`src/rtl/dtack_waitgen_pkg.sv`:
```
package dtack_waitgen_pkg;
    parameter int WAIT_W_DEF = 4;

    typedef struct packed {
        logic ack;
    } ack_state_t;
endpackage

```
`src/rtl/dtack_wait_counter.sv`:
```
module dtack_wait_counter #(
    parameter int WAIT_W = 4
) (
    input  logic              clk,
    input  logic              rst,
    input  logic              load,
    input  logic              run,
    input  logic [WAIT_W-1:0] preset,
    output logic              zero
);
    localparam logic [WAIT_W-1:0] ONE = WAIT_W'(1);

    typedef struct packed {
        logic [WAIT_W-1:0] cnt;
    } cnt_state_t;

    cnt_state_t st_d, st_q;

    always_comb begin
        st_d = st_q;
        if (rst || load) begin
            st_d.cnt = preset;
        end else if (run && (st_q.cnt != '0)) begin
            st_d.cnt = st_q.cnt - ONE;
        end
    end

    always_ff @(posedge clk) begin
        st_q <= st_d;
    end

    assign zero = (st_q.cnt == '0);

    // strobe high at an edge reloads the preset
    a_r2_reload: assert property (@(posedge clk) disable iff (rst)
        $past(load) |-> st_q.cnt == $past(preset));

    // a running count steps down by one
    a_r4_step: assert property (@(posedge clk) disable iff (rst)
        (!load && run && !zero) |=> st_q.cnt == $past(st_q.cnt) - ONE);

    // a paused count holds
    a_r6_pause: assert property (@(posedge clk) disable iff (rst)
        (!load && !run) |=> $stable(st_q.cnt));
endmodule

```
`src/rtl/dtack_ack_stage.sv`:
```
module dtack_ack_stage
    import dtack_waitgen_pkg::*;
(
    input  logic clk,
    input  logic rst,
    input  logic strobe_n,
    input  logic sel,
    input  logic zero,
    output logic ack_n
);
    ack_state_t st_d, st_q;

    always_comb begin
        st_d = st_q;
        if (rst || strobe_n) begin
            st_d.ack = 1'b0;
        end else if (sel && zero) begin
            st_d.ack = 1'b1;
        end
    end

    always_ff @(posedge clk) begin
        st_q <= st_d;
    end

    assign ack_n = ~(st_q.ack & ~strobe_n & sel);

    // count at zero under a selected strobe latches the acknowledge
    a_r3_latch: assert property (@(posedge clk) disable iff (rst)
        (!strobe_n && sel && zero) |=> st_q.ack);

    // latched acknowledge survives while the strobe stays low
    a_r5_hold: assert property (@(posedge clk) disable iff (rst)
        (st_q.ack && !strobe_n) |=> st_q.ack);

    // strobe high means acknowledge released now
    a_r5_release: assert property (@(posedge clk) disable iff (rst)
        strobe_n |-> ack_n);

    // no acknowledge without select
    a_r6_select: assert property (@(posedge clk) disable iff (rst)
        !sel |-> ack_n);
endmodule

```
`src/rtl/dtack_waitgen.sv`:
```
module dtack_waitgen #(
    parameter int WAIT_W = dtack_waitgen_pkg::WAIT_W_DEF
) (
    input  logic              clk,
    input  logic              rst,
    input  logic              strobe_n,
    input  logic              sel,
    input  logic [WAIT_W-1:0] wait_cnt,
    output logic              ack_n
);
    logic cnt_zero;
    logic run_en;

    assign run_en = ~strobe_n & sel;

    dtack_wait_counter #(.WAIT_W(WAIT_W)) u_cnt (
        .clk    (clk),
        .rst    (rst),
        .load   (strobe_n),
        .run    (run_en),
        .preset (wait_cnt),
        .zero   (cnt_zero)
    );

    dtack_ack_stage u_ack (
        .clk      (clk),
        .rst      (rst),
        .strobe_n (strobe_n),
        .sel      (sel),
        .zero     (cnt_zero),
        .ack_n    (ack_n)
    );

    // the edge after reset leaves acknowledge negated
    a_r1_reset: assert property (@(posedge clk)
        $past(rst) |-> ack_n);
endmodule

```
`config.mk`:
```
export PLATFORM = sky130hd
export DESIGN_NAME = dtack_waitgen
export DESIGN_NICKNAME = d
export VERILOG_FILES = /design/src/rtl/dtack_waitgen_pkg.sv /design/src/rtl/dtack_wait_counter.sv /design/src/rtl/dtack_ack_stage.sv /design/src/rtl/dtack_waitgen.sv
export SDC_FILE = /design/constraint.sdc
export NUM_CORES = 1
export LEC_CHECK = 0
export BUFFER_PORTS_ARGS = -buffer_cell sky130_fd_sc_hd__buf_2
export CAP_MARGIN = 10
export CELL_PAD_IN_SITES_DETAIL_PLACEMENT = 1
export CELL_PAD_IN_SITES_GLOBAL_PLACEMENT = 2
export CORE_AREA = 2 2 39 41
export CTS_CLUSTER_SIZE = 25
export DETAILED_ROUTE_END_ITERATION = 16
export DIE_AREA = 0 0 41 43
export PLACE_DENSITY_LB_ADDON = 0.08
export SYNTH_ARGS = -nofsm -noshare
export SYNTH_HDL_FRONTEND = slang
export SYNTH_SLANG_ARGS = --single-unit
```
`constraint.sdc`:
```
create_clock -name clk -period 4.6 [get_ports clk]
set_input_delay 0.46 -clock clk [delete_from_list [all_inputs] [get_ports clk]]
set_output_delay 0.46 -clock clk [all_outputs]
set_load 0.02 [all_outputs]
```
## Word level (Yosys, flattened, before mapping)

Cells that the tools add are included.

- Register bits: 5
- Output and inout port bits: 1
- Input bits: 8
- Word-level logic and storage cells: 16

- Reduce and logical (&&, ||, !) cells: 6
- Add/sub/neg operators: 1
- Bitwise gates (word level): 5
- Mux-type cells: 2

Operators by type and width:

| cell | number |
|---|---|
| 2-to-1 mux 4 bit | 2 |
| zero test 4 bit | 1 |
| nonzero test 4 bit | 1 |
| subtractor 4 x 1 -> 4 bit, second input constant | 1 |
| AND 1 bit | 3 |
| logical AND 1 bit | 2 |
| NOT 1 bit | 2 |
| nonzero test 2 bit | 1 |
| logical OR 1 bit | 1 |

## Depth between registers and ports, before layout

Gate-level depths: netlist of the first run.

- Depth after elaboration: 5
- Gate-level depth with buffers: 4
- Depth with buffers taken out: 4

## Cells and area by module

From an unflattened synthesis of the first run, not the netlist that was laid out.

- Cells, all modules: 28
- Area total of the unflattened synthesis: 292.8 um^2

Modules (own cells, without submodules):

| module | sequential area each (um^2) | instances | area each (um^2) | cells each |
|---|---|---|---|---|
| dtack_wait_counter | 120.1 | 1 | 236.5 | 23 |
| dtack_ack_stage | 20.0 | 1 | 42.5 | 4 |
| dtack_waitgen | 0.0 | 1 | 13.8 | 1 |

## Worst setup path before layout of the first run

OpenSTA, ideal clock, no wires.

- Path kind: register to register
- Start: reg u_cnt.st_q[0] in the netlist's numbering
- End: reg u_cnt.st_q[0] in the netlist's numbering, enable pin
- Period minus slack after synthesis: 1.451 ns
- Data required time: 4.239 ns
- Cell stages (with the launch flop): 5
- Arrival time: 1.089 ns
- Buffers on the path: 0
- Library setup time: 0.361 ns
- Setup slack: 3.149 ns
- Cells stage by stage: edfxtp_1 > inv_1 > ha_1 > nor3b_1 > o21ai_0

- Longest elaborated chain between the ends: 3

RTL lines:

| what | line | RTL |
|---|---|---|
| start: declaration | dtack_wait_counter.sv:17 | `cnt_state_t st_d, st_q;` |
| start signal: assignment | dtack_wait_counter.sv:29 | `st_q <= st_d;` |
| nonzero test 4 bit | dtack_wait_counter.sv:23 | `end else if (run && (st_q.cnt != '0)) begin` |
| logical AND 1 bit | dtack_wait_counter.sv:23 |  |
| nonzero test 2 bit (no source line) | - |  |

Every way passes these cells.
A chain may end at the register's enable or synchronous reset.

## Worst setup path after layout of the first run

Same ends and word-level chain as after synthesis.

==> flow_summary.yaml, run 1 <==
floorplanning:
  pin_count: 9
  dieHeight_um: 43
  die_w_um: 41
  die-area_um2: 1763
  rows: 14
  core_area_um2: 1384
  start_util_pct: 20.34
clocking:
  cts_made_buffers: 3
  post_cts_resized: 0
  cts_tree: "yes"
  cts_hold_buf: 0
  clkTransAtPathRegs_ns: 0.05
  clockBufferDepth: 2
  root_buffer: "clkbuf_4"
  cts_sinks: 5
  cts_setup_buffers: 0
  h-tree-depth: 1
  insertion_delay_ns: 0.24
logic_synthesis:
  seq_area_frac_synth_pct: 49.78
  synth_area_leaders: "edfxtp_1 43%, o21ai_0 12%, dfxtp_1 7.1%, ha_1 4.4%, inv_1 4.0%"
  yosys.area_share.adder_pct: 4.444
  synth_compound_area_share_pct: 23.56
  syn-cell-area_um2: 281.5
  synth_top_area_share_pct: 42.67
  syn_avg_cell_area_um2: 10.43
  synth_nets: 36
  synth_edf_count: 4
  ys_warn_count: 0
  synthSimpleGateAreaFrac_pct: 15.11
  synthMuxAreaShare_pct: 0
  synth-xor-area-share_pct: 3.111
  netlist_instances: 27
  synth_common_cells: "7 x o21ai_0, 4 x edfxtp_1, 3 x inv_1"
  synth_top_area_cell: "edfxtp_1"
  ys_types: 16
  synth_top_family_by_area: "compound AO/OA/AOI/OAI gates"
  synth-main-ff-cell: "edfxtp_1"
  synth.ff_latch_count: 5
  synth-async-reset-ratio_pct: 0
  yosysMostFrequentCell: "o21ai_0"
outcome:
  outcome: "finished clean"
placed_design:
  gp_congestion: 0.5867
  placed_cell_area_um2: 341.6
  dp_slack_ns: 2.849
  io_buffers: 8
  dp.cells: 51
sta:
  hold_viol: 0
  rsz0062_at_grt: "false"
  tightest_slew_ns: 0.6461
  finalMaxSlewViolations: 0
  finClkSkew_ns: 0.004089
  fin_ws_ns: 2.909
  finalSetupViolCount: 0
  period_share_pct: 36.77
  fmax_mhz: 591.3
  max-slew-margin-rel_pct: 56.47
  fin_setup_tns_ns: 0
  period_needed_ns: 1.691
power:
  peakVddDrop_mv: 0.1100
  p_per_area_nw_per_um2: 346.2
  p_leak_uw: 0.0001451
cells_and_area:
  final_layout_size_suffix_gt1_share_pct: 33.33
  layout_commonest_cell: "buf_2"
  diodes: 0
  finalNetCount: 49
  final_area_um2: 367.9
  area_growth_pct: 30.67
  fin_cells: 55
  mostFrequentLayoutCells: "8 x buf_2, 7 x o21ai_0, 4 x edfxtp_1"
worst_setup_path:
  cp.arrival_ns: 1.56
  required_ns: 4.47
  endpoint_kind: "flip-flop"
  criticalPathCategory: "reg2reg"
  start_kind: "flip-flop"
  cp_max_fo: 4
drt:
  drt-initial-drc-count: 3
  antenna_left: 0
  vias: 254
  drt_first_pass_iters: 2
  wire_per_inst_um: 11.82
  routed_wl_um: 650
  vias_per_cell: 4.618
  drc: 0
global_route:
  antenna_found_initial: 0
  grt.overflow.total: 0
  grtUsageTotal_pct: 10.49
  grt_start_max_net_pins: 8
  grt_pass1_wl_mm: 1.097
  grt_pass1_vias: 252
min_path:
  hp-class: "reg2reg"
flow_run:
  cap_violations: 0
[cells by family (layout without fill, tap and decap cells)]
| kind of cell | Yosys count | count (layout) |
|---|---|---|
| AND/OR/NAND/NOR | 6 | 6 |
| AO/OA/AOI/OAI | 11 | 11 |
| adder cells (fa/ha/maj) | 1 | 1 |
| buffers and inverters | 3 | 15 |
| XOR/XNOR | 1 | 1 |
| flip-flops | 5 | 5 |
[flip-flops by register name, summed over array words and instances, names as in the netlist]
signal      cells
u_ack.st_q      1
u_cnt.st_q      4
[cell type report]
| cell class | instances | area [µm²] |
|---|---|---|
| fillers | 167 | 1016 |
| flip-flops and latches | 5 | 140.1 |
| multi-input cells | 19 | 130.1 |
| repair buffers | 8 | 40.04 |
| clock buffers | 4 | 26.28 |
| well taps | 16 | 20.02 |
| inverters | 3 | 11.26 |
[where the power goes]
part	total, µW	internal [µW]	switching, µW
clock network	51.7	32.8	18.8
logic	17.0	8.98	8.00
registers	58.7	54.4	4.30
[critical path, stage by stage, from the launching register on]
cell	delay, ns
edfxtp_1	0.37
inv_1	0.06
ha_1	0.23
nor3b_1	0.14
o21ai_0	0.52
[routing by layer]
| layer | global-route usage, % | share of wire, % |
|---|---|---|
| met5 | 0 | 0 |
| met2 | 12.50 | 44 |
| met1 | 13.07 | 43 |
| met3 | 4.712 | 9.1 |
| met4 | 10.00 | 3.5 |
[metrics by stage]
stage,utilization (%),total power [µW],hold WS (ns)
floorplan,-,68.63,0.4411
global placement,24.68,76.03,0.4469
detailed placement,24.68,76.57,0.4729
CTS,26.58,129.5,0.4838
global route,26.58,135.8,0.4946
finish,26.58,127.3,0.4752
[worst paths after layout]
kind                                               from                      end  slack [ns]  cells past startpoint
worst max-delay path            u_cnt.st_q[0]$_DFFE_PP_  u_cnt.st_q[0]$_DFFE_PP_        2.91                      4
worst min-delay path            u_ack.st_q$_SDFFE_PP0P_  u_ack.st_q$_SDFFE_PP0P_        0.48                      1
worst max register to register  u_cnt.st_q[0]$_DFFE_PP_  u_cnt.st_q[0]$_DFFE_PP_        2.91                      4
worst min register to register  u_ack.st_q$_SDFFE_PP0P_  u_ack.st_q$_SDFFE_PP0P_        0.48                      1
Power figures use the tool's default switching activity.
==> inputs of run 2 (changes only) <==
ABC_AREA = 1   (was unset)
clock period = 1.75 ns   (was 4.6 ns; I/O delays follow)
==> run 2 against run 1 <==
Worst setup slack worse by 2.5 ns. Sequential share of layout area is 0.64 points lower. Register-to-register slack worse by 2.5 ns. Highest routed layer unchanged. Core utilization is 0.45 points higher. Power grew to 2.7 times the previous value. Via count is 2.4% higher. Critical path type unchanged.
==> flow_summary.yaml, run 2 <==
floorplanning:
  dieHeight_um: 43
  start_util_pct: 20.80
  die-area_um2: 1763
  rows: 14
  die_w_um: 41
  pin_count: 9
  core_area_um2: 1384
clocking:
  cts_made_buffers: 3
  cts_sinks: 5
  clkTransAtPathRegs_ns: 0.05
  insertion_delay_ns: 0.25
  clockBufferDepth: 2
  root_buffer: "clkbuf_4"
  cts_setup_buffers: 0
  cts_hold_buf: 0
  cts_tree: "yes"
  h-tree-depth: 1
  post_cts_resized: 0
worst_setup_path:
  reg2reg_to: "u_cnt.st_q[2]$_DFFE_PP_"
  cp.arrival_ns: 1.32
  criticalPathCategory: "reg2reg"
  ff2ff_path_depth: 5
  cp_max_fo: 4
  required_ns: 1.72
  endpoint_kind: "flip-flop"
  crit_path_start: "u_cnt.st_q[0]$_DFFE_PP_"
  crit_end: "u_cnt.st_q[2]$_DFFE_PP_"
  r2r_setup_slack_ns: 0.40
  r2r-start: "u_cnt.st_q[0]$_DFFE_PP_"
  start_kind: "flip-flop"
drt:
  dr_wl_met2_um: 376
  wire_per_inst_um: 11.26
  drt_first_pass_iters: 4
  routed_wl_um: 698
  dr_wl_met3_um: 41
  drc: 0
  vias: 260
  routed.top_layer: "met4"
  antenna_left: 0
  vias_per_cell: 4.194
  drt-initial-drc-count: 7
  m1WireLength_um: 258
logic_synthesis:
  synth_top_area_cell: "edfxtp_1"
  synth-main-ff-cell: "edfxtp_1"
  synth_nets: 43
  ys_types: 16
  synth_top_area_share_pct: 41.74
  synth_common_cells: "10 x nand2_1, 5 x inv_1, 4 x edfxtp_1"
  seq_area_frac_synth_pct: 48.70
  yosysMostFrequentCell: "nand2_1"
  synth_area_leaders: "edfxtp_1 42%, nand2_1 13%, dfxtp_1 7.0%, inv_1 6.5%, ha_1 4.3%"
  ys_warn_count: 0
  netlist_instances: 34
  syn-cell-area_um2: 287.8
  synth_edf_count: 4
  synth-async-reset-ratio_pct: 0
  syn_avg_cell_area_um2: 8.464
  synth.ff_latch_count: 5
placed_design:
  io_buffers: 8
  gp_congestion: 0.6244
  hpwl_um: 552.6
  dp.cells: 58
cells_and_area:
  layout_commonest_cell: "nand2_1"
  diodes: 0
  fin_cells: 62
  fill_cells: 181
  final_layout_size_suffix_gt1_share_pct: 32.61
  ff_latch_area_um2: 140.1
  finalNetCount: 56
  largest_reg_flops: 4
  multi_input_area_um2: 125.1
  regMostFlops: "u_cnt.st_q"
  mostFrequentLayoutCells: "10 x nand2_1, 8 x buf_2, 5 x inv_1"
  reg_top3: "u_cnt.st_q (4), u_ack.st_q (1)"
  area_growth_pct: 30.00
  final_util_pct: 27.03
sta:
  finalMaxSlewViolations: 0
  finClkSkew_ns: 0.004339
  max-slew-margin-rel_pct: 88.18
  fmax_mhz: 742.6
  period_needed_ns: 1.347
  holdWs_ns: 0.2136
  finalSetupViolCount: 0
  tightest_slew_ns: 0.1760
  rsz0062_at_grt: "false"
  period_share_pct: 76.95
  hold_viol: 0
  fin_setup_tns_ns: 0
power:
  pwr-share-clk_pct: 40.3
  peakVddDrop_mv: 0.2802
  switching_share_pct: 26.90
  internal-power_uw: 252.9
  switching_power_uw: 93.10
  p_leak_uw: 0.0001679
  p_per_area_nw_per_um2: 924.9
  seqPwrFrac_pct: 43.8
  pwr-share-comb_pct: 15.9
global_route:
  grtUsageTotal_pct: 10.92
  grt.overflow.total: 0
  grt_pass1_vias: 286
  grt_start_max_net_pins: 9
  antenna_found_initial: 0
  grt_pass1_wl_mm: 1.152
flow_run:
  cap_violations: 0
min_path:
  hp-class: "in2reg"
outcome:
  outcome: "finished clean"
[run 2: cell count changes after synthesis, moves of 2 or more]
cell | before | now
inv_1 | 3 | 5
nand2_1 | 0 | 10
nand3_1 | 0 | 2
o21ai_0 | 7 | 1
o21ai_1 | 0 | 2
[run 2: area by class of cell]
type                    count  share of cell area (%)
well taps                  16                   5.351
clock buffers               4                   7.023
inverters                   6                   6.020
repair buffers              8                   10.70
multi-input cells          23                   33.44
flip-flops and latches      5                   37.46
[run 2: power groups by stage]
| stage | Clock, µW | Combinational (µW) | Sequential, µW |
|---|---|---|---|
| after floorplan | 0 | 37.6 | 151 |
| after global placement | 0 | 55.3 | 154 |
| after detailed placement | 0 | 56.5 | 154 |
| after CTS | 148 | 57.1 | 152 |
| after global routing | 163 | 65.8 | 153 |
| final | 139 | 55.0 | 152 |
[run 2: cell families (layout without fill, tap and decap cells)]
logic type,after synthesis,after routing,synth area share (%)
AO/OA/AOI/OAI,5,5,9.997
AND/OR/NAND/NOR,16,16,26.09
flip-flops,5,5,48.70
XOR/XNOR,1,1,3.044
buffers and inverters,6,18,7.826
adder cells (fa/ha/maj),1,1,4.347
[run 2: how the worst min path moves through the flow]
stage / slack, ns / start / endpoint / cells after the start
after global routing: 0.23 / sel / u_ack.st_q$_SDFFE_PP0P_ / 3
after global placement: 0.45 / u_ack.st_q$_SDFFE_PP0P_ / u_ack.st_q$_SDFFE_PP0P_ / 2
after detailed placement: 0.45 / u_ack.st_q$_SDFFE_PP0P_ / u_ack.st_q$_SDFFE_PP0P_ / 2
after floorplan: 0.35 / sel / u_ack.st_q$_SDFFE_PP0P_ / 2
final: 0.21 / wait_cnt[3] / u_cnt.st_q[3]$_DFFE_PP_ / 3
after CTS: 0.21 / wait_cnt[3] / u_cnt.st_q[3]$_DFFE_PP_ / 3
[run 2: per-layer routing]
layer | up-vias | track usage, %
met2 | 9 | 16.56
li1 | 133 | -
met5 | - | 0
met3 | 4 | 3.141
met1 | 114 | 10.20
met4 | 0 | 12.00
[run 2: worst max-delay path: stages, from the launching register on]
cell and delay, ns:
edfxtp_1 0.39, inv_1 0.12, ha_1 0.22, nand2_1 0.06
o21ai_0 0.14, nand2_1 0.15
[run 2: stage by stage]
stage	worst slack, ns	power (µW)	instance area, µm²
after floorplan	0.5447	188.8	287.8
after global routing	0.2491	381.5	374.1
after detailed placement	0.3905	210.4	347.8
after CTS	0.3724	357.6	374.1
final	0.4034	346.0	374.1
after global placement	0.3979	209.4	347.8
